--- config.mk ---
export PLATFORM = sky130hd
export DESIGN_NAME = batt_low_monitor
export DESIGN_NICKNAME = d
export VERILOG_FILES = /design/src/rtl/batt_low_monitor_pkg.sv /design/src/rtl/batt_low_monitor_datapath.sv /design/src/rtl/batt_low_monitor_ctrl.sv /design/src/rtl/batt_low_monitor.sv
export SDC_FILE = /design/constraint.sdc
export NUM_CORES = 1
export LEC_CHECK = 0
export ABC_AREA = 1
export ABC_CLOCK_PERIOD_IN_PS = 4260
export BUFFER_PORTS_ARGS = -buffer_cell sky130_fd_sc_hd__buf_2
export CORE_ASPECT_RATIO = 1.4
export CORE_MARGIN = 2
export CORE_UTILIZATION = 60
export DETAILED_ROUTE_END_ITERATION = 6
export PLACE_DENSITY = 0.77
export SLEW_MARGIN = 5
export SYNTH_ARGS = -nofsm -noshare
export SYNTH_HDL_FRONTEND = slang
export SYNTH_SLANG_ARGS = --single-unit
export TNS_END_PERCENT = 5
--- constraint.sdc ---
create_clock -name clk -period 4.26 [get_ports clk]
set_input_delay 0.213 -clock clk [delete_from_list [all_inputs] [get_ports clk]]
set_output_delay 0.213 -clock clk [all_outputs]
set_load 0.005 [all_outputs]
--- src/rtl/batt_low_monitor_pkg.sv ---
package batt_low_monitor_pkg;

  typedef enum logic [1:0] {
    ST_OFF   = 2'd0,
    ST_CHECK = 2'd1,
    ST_RUN   = 2'd2
  } monState_t;

  // Strobes from control to datapath
  typedef struct packed {
    logic clrInterval;  // restart tick count (power-up check)
    logic clrSettle;    // restart settle window count
    logic sampling;     // check window active
    logic latchResult;  // capture comparator result this edge
  } monStrobe_t;

endpackage

--- src/rtl/batt_low_monitor_datapath.sv ---
module batt_low_monitor_datapath
  import batt_low_monitor_pkg::*;
#(
  parameter int INTERVAL_TICKS = 86400,
  parameter int SETTLE_CYCLES  = 8
) (
  input  logic       clk,
  input  logic       rstN,
  input  logic       supplyOk,
  input  logic       tick,
  input  logic       battBelow,
  input  monStrobe_t strb,
  output logic       intervalHit,
  output logic       settleLast,
  output logic       flagLow
);

  localparam int IW = (INTERVAL_TICKS > 1) ? $clog2(INTERVAL_TICKS) : 1;
  localparam int SW = (SETTLE_CYCLES > 1) ? $clog2(SETTLE_CYCLES) : 1;
  localparam logic [IW-1:0] INT_LAST = IW'(INTERVAL_TICKS - 1);
  localparam logic [SW-1:0] SET_LAST = SW'(SETTLE_CYCLES - 1);

  logic [IW-1:0] intervalCnt;
  logic [SW-1:0] settleCnt;

  // Interval tick counter: frozen and cleared without nominal supply
  always_ff @(posedge clk or negedge rstN) begin
    if (!rstN) begin
      intervalCnt <= '0;
    end else if (!supplyOk || strb.clrInterval) begin
      intervalCnt <= '0;
    end else if (tick) begin
      if (intervalCnt == INT_LAST) intervalCnt <= '0;
      else                         intervalCnt <= intervalCnt + 1'b1;
    end
  end

  assign intervalHit = supplyOk && tick && (intervalCnt == INT_LAST);

  // Settle window counter
  always_ff @(posedge clk or negedge rstN) begin
    if (!rstN) begin
      settleCnt <= '0;
    end else if (strb.clrSettle) begin
      settleCnt <= '0;
    end else if (strb.sampling && !settleLast) begin
      settleCnt <= settleCnt + 1'b1;
    end
  end

  assign settleLast = (settleCnt == SET_LAST);

  // Sticky battery-low flag, written only by a completed check
  always_ff @(posedge clk or negedge rstN) begin
    if (!rstN) begin
      flagLow <= 1'b0;
    end else if (strb.latchResult) begin
      flagLow <= battBelow;
    end
  end

  a_r4_flag_only_on_latch: assert property (@(posedge clk) disable iff (!rstN)
    !strb.latchResult |=> $stable(flagLow));

  a_r6_count_cleared: assert property (@(posedge clk) disable iff (!rstN)
    !supplyOk |=> (intervalCnt == '0));

  a_r5_count_bound: assert property (@(posedge clk) disable iff (!rstN)
    intervalCnt <= INT_LAST);

  a_r3_latch_in_window: assert property (@(posedge clk) disable iff (!rstN)
    strb.latchResult |-> (strb.sampling && settleLast));

endmodule

--- src/rtl/batt_low_monitor_ctrl.sv ---
module batt_low_monitor_ctrl
  import batt_low_monitor_pkg::*;
(
  input  logic       clk,
  input  logic       rstN,
  input  logic       supplyOk,
  input  logic       intervalHit,
  input  logic       settleLast,
  output monStrobe_t strb,
  output logic       sampleReq
);

  monState_t state, stateNext;

  always_ff @(posedge clk or negedge rstN) begin
    if (!rstN) state <= ST_OFF;
    else       state <= stateNext;
  end

  always_comb begin
    strb      = '0;
    stateNext = state;
    unique case (state)
      ST_OFF: begin
        if (supplyOk) begin
          stateNext        = ST_CHECK;
          strb.clrInterval = 1'b1;
          strb.clrSettle   = 1'b1;
        end
      end
      ST_CHECK: begin
        strb.sampling = 1'b1;
        if (!supplyOk) begin
          stateNext = ST_OFF;
        end else if (settleLast) begin
          strb.latchResult = 1'b1;
          stateNext        = ST_RUN;
        end
      end
      ST_RUN: begin
        if (!supplyOk) begin
          stateNext = ST_OFF;
        end else if (intervalHit) begin
          stateNext      = ST_CHECK;
          strb.clrSettle = 1'b1;
        end
      end
      default: stateNext = ST_OFF;
    endcase
  end

  assign sampleReq = (state == ST_CHECK);

  a_r6_off_no_req: assert property (@(posedge clk) disable iff (!rstN)
    !supplyOk |=> !sampleReq);

  a_r2_powerup_start: assert property (@(posedge clk) disable iff (!rstN)
    (state == ST_OFF && supplyOk) |=> sampleReq);

  a_r7_abort_no_latch: assert property (@(posedge clk) disable iff (!rstN)
    (sampleReq && !supplyOk) |-> !strb.latchResult);

  a_r5_periodic_start: assert property (@(posedge clk) disable iff (!rstN)
    (state == ST_RUN && supplyOk && intervalHit) |=> sampleReq);

endmodule

--- src/rtl/batt_low_monitor.sv ---
module batt_low_monitor
  import batt_low_monitor_pkg::*;
#(
  parameter int INTERVAL_TICKS = 86400,
  parameter int SETTLE_CYCLES  = 8
) (
  input  logic clk,
  input  logic rstN,
  input  logic supplyOk,
  input  logic tick,
  input  logic battBelow,
  output logic sampleReq,
  output logic pullLowEn
);

  monStrobe_t strb;
  logic       intervalHit;
  logic       settleLast;
  logic       flagLow;

  batt_low_monitor_ctrl u_ctrl (
    .clk        (clk),
    .rstN       (rstN),
    .supplyOk   (supplyOk),
    .intervalHit(intervalHit),
    .settleLast (settleLast),
    .strb       (strb),
    .sampleReq  (sampleReq)
  );

  batt_low_monitor_datapath #(
    .INTERVAL_TICKS(INTERVAL_TICKS),
    .SETTLE_CYCLES (SETTLE_CYCLES)
  ) u_dp (
    .clk        (clk),
    .rstN       (rstN),
    .supplyOk   (supplyOk),
    .tick       (tick),
    .battBelow  (battBelow),
    .strb       (strb),
    .intervalHit(intervalHit),
    .settleLast (settleLast),
    .flagLow    (flagLow)
  );

  // Open-drain: the pad only ever pulls low, enabled by the flag
  assign pullLowEn = flagLow;

endmodule

### Yosys cells after proc, flatten, opt, wreduce, memory -nomap -nowiden

Index checks and enable logic that the tools add are counted.

| storage, ports and cells | value |
|---|---|
| register bits after elaboration | 23 |
| output and inout port bits | 2 |
| logic and storage cells | 42 |
| bits of input ports | 5 |

| cells by class | value |
|---|---|
| equal/unequal tests | 7 |
| multiplexer cells | 19 |
| reductions and logical operators | 10 |
| add/sub/neg operators | 2 |

Operator list:

| cell | count |
|---|---|
| $mux W17 | 3 |
| $add A17 B1 Y17 const B | 1 |
| $eq A17 B17 Y1 const B | 1 |
| $mux W2 | 7 |
| $mux W3 | 2 |
| $pmux W2 S3 | 1 |
| $mux W1 | 5 |
| $reduce_bool A2 Y1 | 2 |
| $add A3 B1 Y3 const B | 1 |
| $eq A3 B3 Y1 const B | 1 |
| $logic_and A1 B1 Y1 | 3 |
| $ne A3 B2 Y1 const B | 1 |
| $ne A3 B3 Y1 const B | 1 |
| $reduce_and A3 Y1 | 1 |
| $eq A2 B1 Y1 const B | 1 |
| $eq A2 B2 Y1 const B | 1 |
| $logic_not A1 Y1 | 2 |
| $logic_not A2 Y1 | 1 |
| $ne A2 B2 Y1 const B | 1 |
| $pmux W1 S2 | 1 |
| $logic_or A1 B1 Y1 | 1 |

### Longest topological paths before layout

| logic depth | value |
|---|---|
| depth in word-level cells | 7 |
| mapped depth | 9 |
| depth with buffers taken out | 9 |

### Cells and area by module

A second synthesis with hierarchy kept.

| unflattened totals | value |
|---|---|
| cell total of the unflattened synthesis | 203 |
| area, all modules | 1,482.7 µm² |

By module, submodules not included:

| module | cells an instance | area an instance (µm²) | times used | seq. area each (µm²) |
|---|---|---|---|---|
| batt_low_monitor_datapath | 184 | 1,356.3 | 1 | 525.5 |
| batt_low_monitor_ctrl | 19 | 126.4 | 1 | 50.0 |

### Worst setup path after synthesis

OpenSTA, ideal clock, no wires.

| timing path | value |
|---|---|
| path type | register -> register |
| start | register u_dp.intervalCnt[0] |
| end | register u_dp.settleCnt[0] |
| stages on the path, launching flop included | 9 |
| required time | 4.140 ns |
| clock period less this slack | 1.371 ns |
| arrival | 1.251 ns |
| buffers on the path | 0 |
| library setup time | 0.120 ns |
| slack | 2.889 ns |
| path through | dfrtp_1 ha_1 nand2_2 nor2_1 nand2_1 nor2_1 nand4_1 nand2_1 nor2_1 |

| on the way | value |
|---|---|
| longest elaborated chain between the ends | 6 |
| elaborated cells between the ends (all ways) | 7 |
| those cells by class | eq/ne (1); mux (4); reduce/logical (2) |

Ends and longest elaborated chain:

| element | line | RTL |
|---|---|---|
| from (decl) | batt_low_monitor_datapath.sv:23 | `logic [IW-1:0] intervalCnt;` |
| from (signal assigned) | batt_low_monitor_datapath.sv:34 | `else intervalCnt <= intervalCnt + 1'b1;` |
| $eq A17 B17 Y1 * | batt_low_monitor_datapath.sv:38 | `assign intervalHit = supplyOk && tick && (intervalCnt == INT_LAST);` |
| $logic_and A1 B1 Y1 * | batt_low_monitor_datapath.sv:38 |  |
| $mux W1 * | batt_low_monitor_ctrl.sv:43 | `end else if (intervalHit) begin` |
| $mux W1 * | batt_low_monitor_ctrl.sv:41 | `if (!supplyOk) begin` |
| $pmux W1 S2 * | batt_low_monitor_ctrl.sv:23 | `unique case (state)` |
| $mux W3 / $reduce_bool A2 Y1 (equally long branches) | n/a |  |
| to (signal assigned) | batt_low_monitor_datapath.sv:47 | `settleCnt <= settleCnt + 1'b1;` |
| to (decl) | batt_low_monitor_datapath.sv:24 | `logic [SW-1:0] settleCnt;` |

Mark *: on every way between the ends. The rest lies on a longest branch, timed or not.
A chain may end at the register's enable or synchronous reset.

### Final worst setup path

| timing path | value |
|---|---|
| start | register u_ctrl.state[0] |
| end | register u_dp.intervalCnt[9] |

| on the way | value |
|---|---|
| longest elaborated chain between the ends | 4 |
| elaborated cells between the ends (all ways) | 5 |
| those cells by class | mux (2); reduce/logical (3) |

Ends and longest elaborated chain:

| element | line | RTL |
|---|---|---|
| from (decl) | batt_low_monitor_ctrl.sv:13 | `monState_t state, stateNext;` |
| from (signal assigned) | batt_low_monitor_ctrl.sv:17 | `else state <= stateNext;` |
| $logic_not A2 Y1 * | batt_low_monitor_ctrl.sv:23 |  |
| $mux W1 * | batt_low_monitor_ctrl.sv:23 |  |
| $logic_or A1 B1 Y1 * | batt_low_monitor_datapath.sv:30 | `end else if (!supplyOk \|\| strb.clrInterval) begin` |
| $mux W17 / $reduce_bool A2 Y1 (equally long branches) | n/a |  |

Marks and branches as above.

==> results.rst <==
.. list-table::
   :header-rows: 1

   * - Metric
     - Value
   * - # setup viols final
     - 0
   * - Met1 track utilization from global routing
     - 31.82%
   * - Proportion of power drawn by combinational gates
     - 18.7%
   * - Sinks on Clock Net
     - 23
   * - Total I/O pin count
     - 7
   * - Nets@finish
     - 246
   * - Internal
     - 0.0003034 W
   * - Leakage power of the design
     - 0.8344 nW
   * - Family with the most delay on the worst path
     - simple AND/OR/NAND/NOR gates
   * - Net switching power
     - 0.0001273 W
   * - Count of buffering cells on the critical path with inverters included
     - 0
   * - All-Layer GR Usage
     - 26.08%
   * - Clock Path Buffers
     - 2
   * - Ratio of cells with drive above 1 in the final layout
     - 9.283%
   * - Tightest Pin Transition
     - 973.5 ps
   * - Antenna violations before repair
     - 0
   * - Max frequency
     - 576.7 MHz
   * - Sequential cell area
     - 575.6 um2
   * - Standard cell with the maximum stage delay on the critical path
     - sky130_fd_sc_hd__nor2_1
   * - Fill count
     - 210
   * - Time the worst path needs with I/O delays and setup
     - 1734 ps
   * - Combined area of all synthesized cells
     - 1544 um2
   * - Final Hold Fails
     - 0
   * - Post-synthesis cell count
     - 228
   * - Total power
     - 0.0004308 W
   * - Ordered list of cells on the worst path
     - o21ai_2, nor2_1, nor2_1, xor2_1, nor2_1
   * - Deepest level of the CTS H-tree
     - 1
   * - Arrival @ worst endpoint
     - 1950 ps
   * - Via count of the first global-routing pass
     - 1,434
   * - Endpoint of the worst-slack reg-to-reg timing path
     - u_dp.intervalCnt[9]$_DFFE_PN0P_
   * - R2R Setup Slk
     - 2530 ps
   * - Path category of the worst min-delay check
     - in -> reg
   * - Primary FF master, synth
     - sky130_fd_sc_hd__dfrtp_1
   * - Final antenna diode count
     - 0
   * - Proportion of netlist area held by the largest area contributor
     - 37.28%
   * - Sw Share
     - 29.56%
   * - Drt pass-1 iters
     - 5
   * - Per-instance average area after synthesis
     - 6.772 um2
   * - Global placer's final weighted congestion
     - 0.9052
   * - Number of cells traversed by the worst hold path
     - 2
   * - Per-cell via count in the routed design
     - 5.439
   * - Largest area contributor in the netlist
     - sky130_fd_sc_hd__dfrtp_1
   * - Inserted Clock Buffers
     - 3
   * - Wirelength per Cell
     - 12.06 um
   * - Area Overhead vs Synth
     - 6.402%
   * - Global-route wire length before repair
     - 5865 um
   * - Estimated wirelength of the detail-placed design
     - 2543 um
   * - Status
     - completed
   * - Total of flip-flops plus latches after synthesis
     - 23
   * - DRC violations left
     - 0
   * - Buffer type at the clock tree root
     - sky130_fd_sc_hd__clkbuf_4
   * - Setup clock skew after layout
     - 4.682 ps
   * - Max_cap viols
     - 0
   * - Portion of the clock cycle consumed by the worst path in the final layout
     - 40.70%
   * - Largest net degree at the start of global routing
     - 24
   * - Critical path launch point type
     - flop
   * - Number of flops mapped to enable cells by yosys
     - 0
   * - Largest voltage drop on the vdd net
     - 236.7 uV
   * - Grt total ovfl
     - 0
   * - Count of distinct cell types in the synthesized netlist
     - 23
   * - Die span in x
     - 46.87 um
   * - Length in cells of the worst reg-to-reg path
     - 5
   * - Clock-pin transition on the worst setup and hold timing paths
     - 120 ps
   * - Total Wirelength
     - 3268 um
   * - Setup crit end kind
     - flop
   * - Clock Latency Late Sink
     - 320 ps
   * - Required time at the worst-slack endpoint
     - 4470 ps
   * - Vias post-DR
     - 1,474
   * - Final number of max-transition violations
     - 0
   * - Placement row count
     - 21
   * - # Post-CTS Setup Buffers
     - 0
   * - Hold path startpoint
     - battBelow
   * - Starting density of the core
     - 63.87%
   * - Worst setup path category
     - reg -> reg
   * - Maximum fanout along the worst path
     - 16
   * - Count of synthesis-stage warnings from yosys
     - 0
   * - GR Util met3
     - 2.260%
   * - Peak-usage layer in the global routing report
     - met2
   * - Combined area of the multi-input logic cells
     - 857.1 um2
   * - Most repeated library cell on the critical path
     - sky130_fd_sc_hd__nor2_1
   * - Reg-to-Reg Start
     - u_ctrl.state[0]$_DFFE_PN0P_
   * - Core ar.
     - 2417 um2
   * - Antenna Violating Nets Remaining
     - 0
   * - Slew headroom
     - 34.86%
   * - Most frequent cells after synthesis
     - sky130_fd_sc_hd__nand2_1 (70), sky130_fd_sc_hd__nor2_1 (43), sky130_fd_sc_hd__inv_1 (26)
   * - RSZ-0062 raised after global routing
     - no
   * - Hold Path End
     - u_dp.flagLow$_DFFE_PN0P_
   * - Async S/R FF share, synth
     - 100.0%
   * - Total die area
     - 3001 um2
   * - Reg power frac
     - 57.4%
   * - TritonCTS clock tree
     - built
   * - Dominant cells by area after synthesis
     - sky130_fd_sc_hd__dfrtp_1 (37%), sky130_fd_sc_hd__nand2_1 (17%), sky130_fd_sc_hd__nor2_1 (10%), sky130_fd_sc_hd__nand3_1 (6.5%), sky130_fd_sc_hd__inv_1 (6.3%)
   * - DRT iter0 DRCs
     - 57
   * - Clk network pwr share
     - 23.9%
   * - Sequential element share of the synthesized area
     - 37.28%
   * - Fraction of met2 tracks used by global routing
     - 43.84%
   * - Power density over cell area
     - 262.2 nW/um2
   * - Final TNS setup
     - 0 ps
   * - Number of input and output port buffers inserted
     - 6
   * - Vert. Die Dim
     - 64.02 um
   * - Most frequent cell after synthesis
     - sky130_fd_sc_hd__nand2_1
   * - Delay of the slowest critical-path stage
     - 740 ps
   * - Number of nets produced by synthesis
     - 236
[worst max path at each step]
stage	from	slack (ps)	end	depth (start not counted)
floorplan	u_dp.intervalCnt[0]$_DFFE_PN0P_	2890	u_dp.settleCnt[0]$_DFFE_PN0P_	8
global placement	u_ctrl.state[0]$_DFFE_PN0P_	2620	u_dp.intervalCnt[9]$_DFFE_PN0P_	5
detailed placement	u_ctrl.state[0]$_DFFE_PN0P_	2550	u_dp.intervalCnt[9]$_DFFE_PN0P_	5
CTS	u_ctrl.state[0]$_DFFE_PN0P_	2530	u_dp.intervalCnt[9]$_DFFE_PN0P_	5
global route	u_ctrl.state[0]$_DFFE_PN0P_	2330	u_dp.intervalCnt[9]$_DFFE_PN0P_	5
finish	u_ctrl.state[0]$_DFFE_PN0P_	2530	u_dp.intervalCnt[9]$_DFFE_PN0P_	5
[registers in the layout, summed over array words and instances, names as in the netlist]
signal,flops
u_ctrl.state,2
u_dp.flagLow,1
u_dp.intervalCnt,17
u_dp.settleCnt,3
[metrics by stage]
stage                     instance area [um2]  hold slack [ps]  worst slack, ps  utilization (%)  std cells
final                                    1643            110.6             2526            67.96        271
after global routing                     1643            133.4             2327            67.96        271
after detailed placement                 1607            208.4             2549            66.46        266
after CTS                                1643            114.6             2533            67.96        271
after global placement                   1607            200.3             2617            66.46        266
after floorplan                          1544           -82.59             2889                -        228
[layout by cell type (no fill, tap or decap)]
master	synthesis	layout
sky130_fd_sc_hd__a21oi_1	1	1
sky130_fd_sc_hd__buf_2	2	6
sky130_fd_sc_hd__clkbuf_1	0	1
sky130_fd_sc_hd__clkbuf_4	0	3
sky130_fd_sc_hd__dfrtp_1	23	23
sky130_fd_sc_hd__dlygate4sd3_1	0	1
sky130_fd_sc_hd__ha_1	3	3
sky130_fd_sc_hd__inv_1	26	26
sky130_fd_sc_hd__inv_2	1	1
sky130_fd_sc_hd__mux2_2	1	1
sky130_fd_sc_hd__nand2_1	70	70
sky130_fd_sc_hd__nand2_2	2	2
sky130_fd_sc_hd__nand2_4	2	2
sky130_fd_sc_hd__nand3_1	20	20
sky130_fd_sc_hd__nand4_1	10	10
sky130_fd_sc_hd__nor2_1	43	43
sky130_fd_sc_hd__nor2_2	2	2
sky130_fd_sc_hd__nor2_4	2	2
sky130_fd_sc_hd__nor2_8	1	1
sky130_fd_sc_hd__nor3_1	3	3
sky130_fd_sc_hd__o211ai_1	1	1
sky130_fd_sc_hd__o21ai_0	7	7
sky130_fd_sc_hd__o21ai_2	2	2
sky130_fd_sc_hd__o21bai_1	1	1
sky130_fd_sc_hd__xnor2_1	1	1
sky130_fd_sc_hd__xor2_1	4	4
[final cells by class]
cell class	instances	area share, %
multi-input cells	176	52.17
flip-flops and latches	23	35.03
inverters	27	6.169
well taps	34	2.589
repair buffers	7	2.437
clock buffers	4	1.599
[kinds of logic (layout without fill, tap and decap cells)]
family / after synthesis / count (layout) / share of synthesized area, %
xor gates and xnor gates: 5 / 5 / 2.836
muxes: 1 / 1 / 0.7293
and+or+nand+nor: 155 / 155 / 44.81
AOI/OAI and AO/OA: 12 / 12 / 4.700
DFF: 23 / 23 / 37.28
adders and majority gates: 3 / 3 / 2.431
buffers and inverters: 29 / 38 / 7.212
[power groups by stage]
stage / Combinational, W / Clock [W] / Sequential (W)
final: 0.0000804 / 0.000103 / 0.000247
after detailed placement: 0.0000795 / 0 / 0.000252
after global routing: 0.0000946 / 0.000113 / 0.000250
after global placement: 0.0000765 / 0 / 0.000251
after floorplan: 0.0000573 / 0 / 0.000250
after CTS: 0.0000806 / 0.000104 / 0.000248
[worst register-to-register path, delay by kind of cell (launching register included)]
family | cells | cell delay [ps]
simple gates | 3 | 930
flops | 1 | 420
xor+xnor | 1 | 170
compound gates | 1 | 100
[metal layers]
layer / wire length, um / vias up / part of all wire [%]
met1: 1372 / 685 / 42
met2: 1657 / 37 / 51
met3: 129 / 11 / 3.9
met4: 108 / 0 / 3.3
li1: - / 741 / -
met5: 0 / - / 0
[timing repair]
item / 4_1_cts / 5_1_grt
endpoints found under the hold margin: 23 / 0
gates resized for setup: 0 / 0
hold buffers: 1 / 0
(Power assumes the default switching activity.)
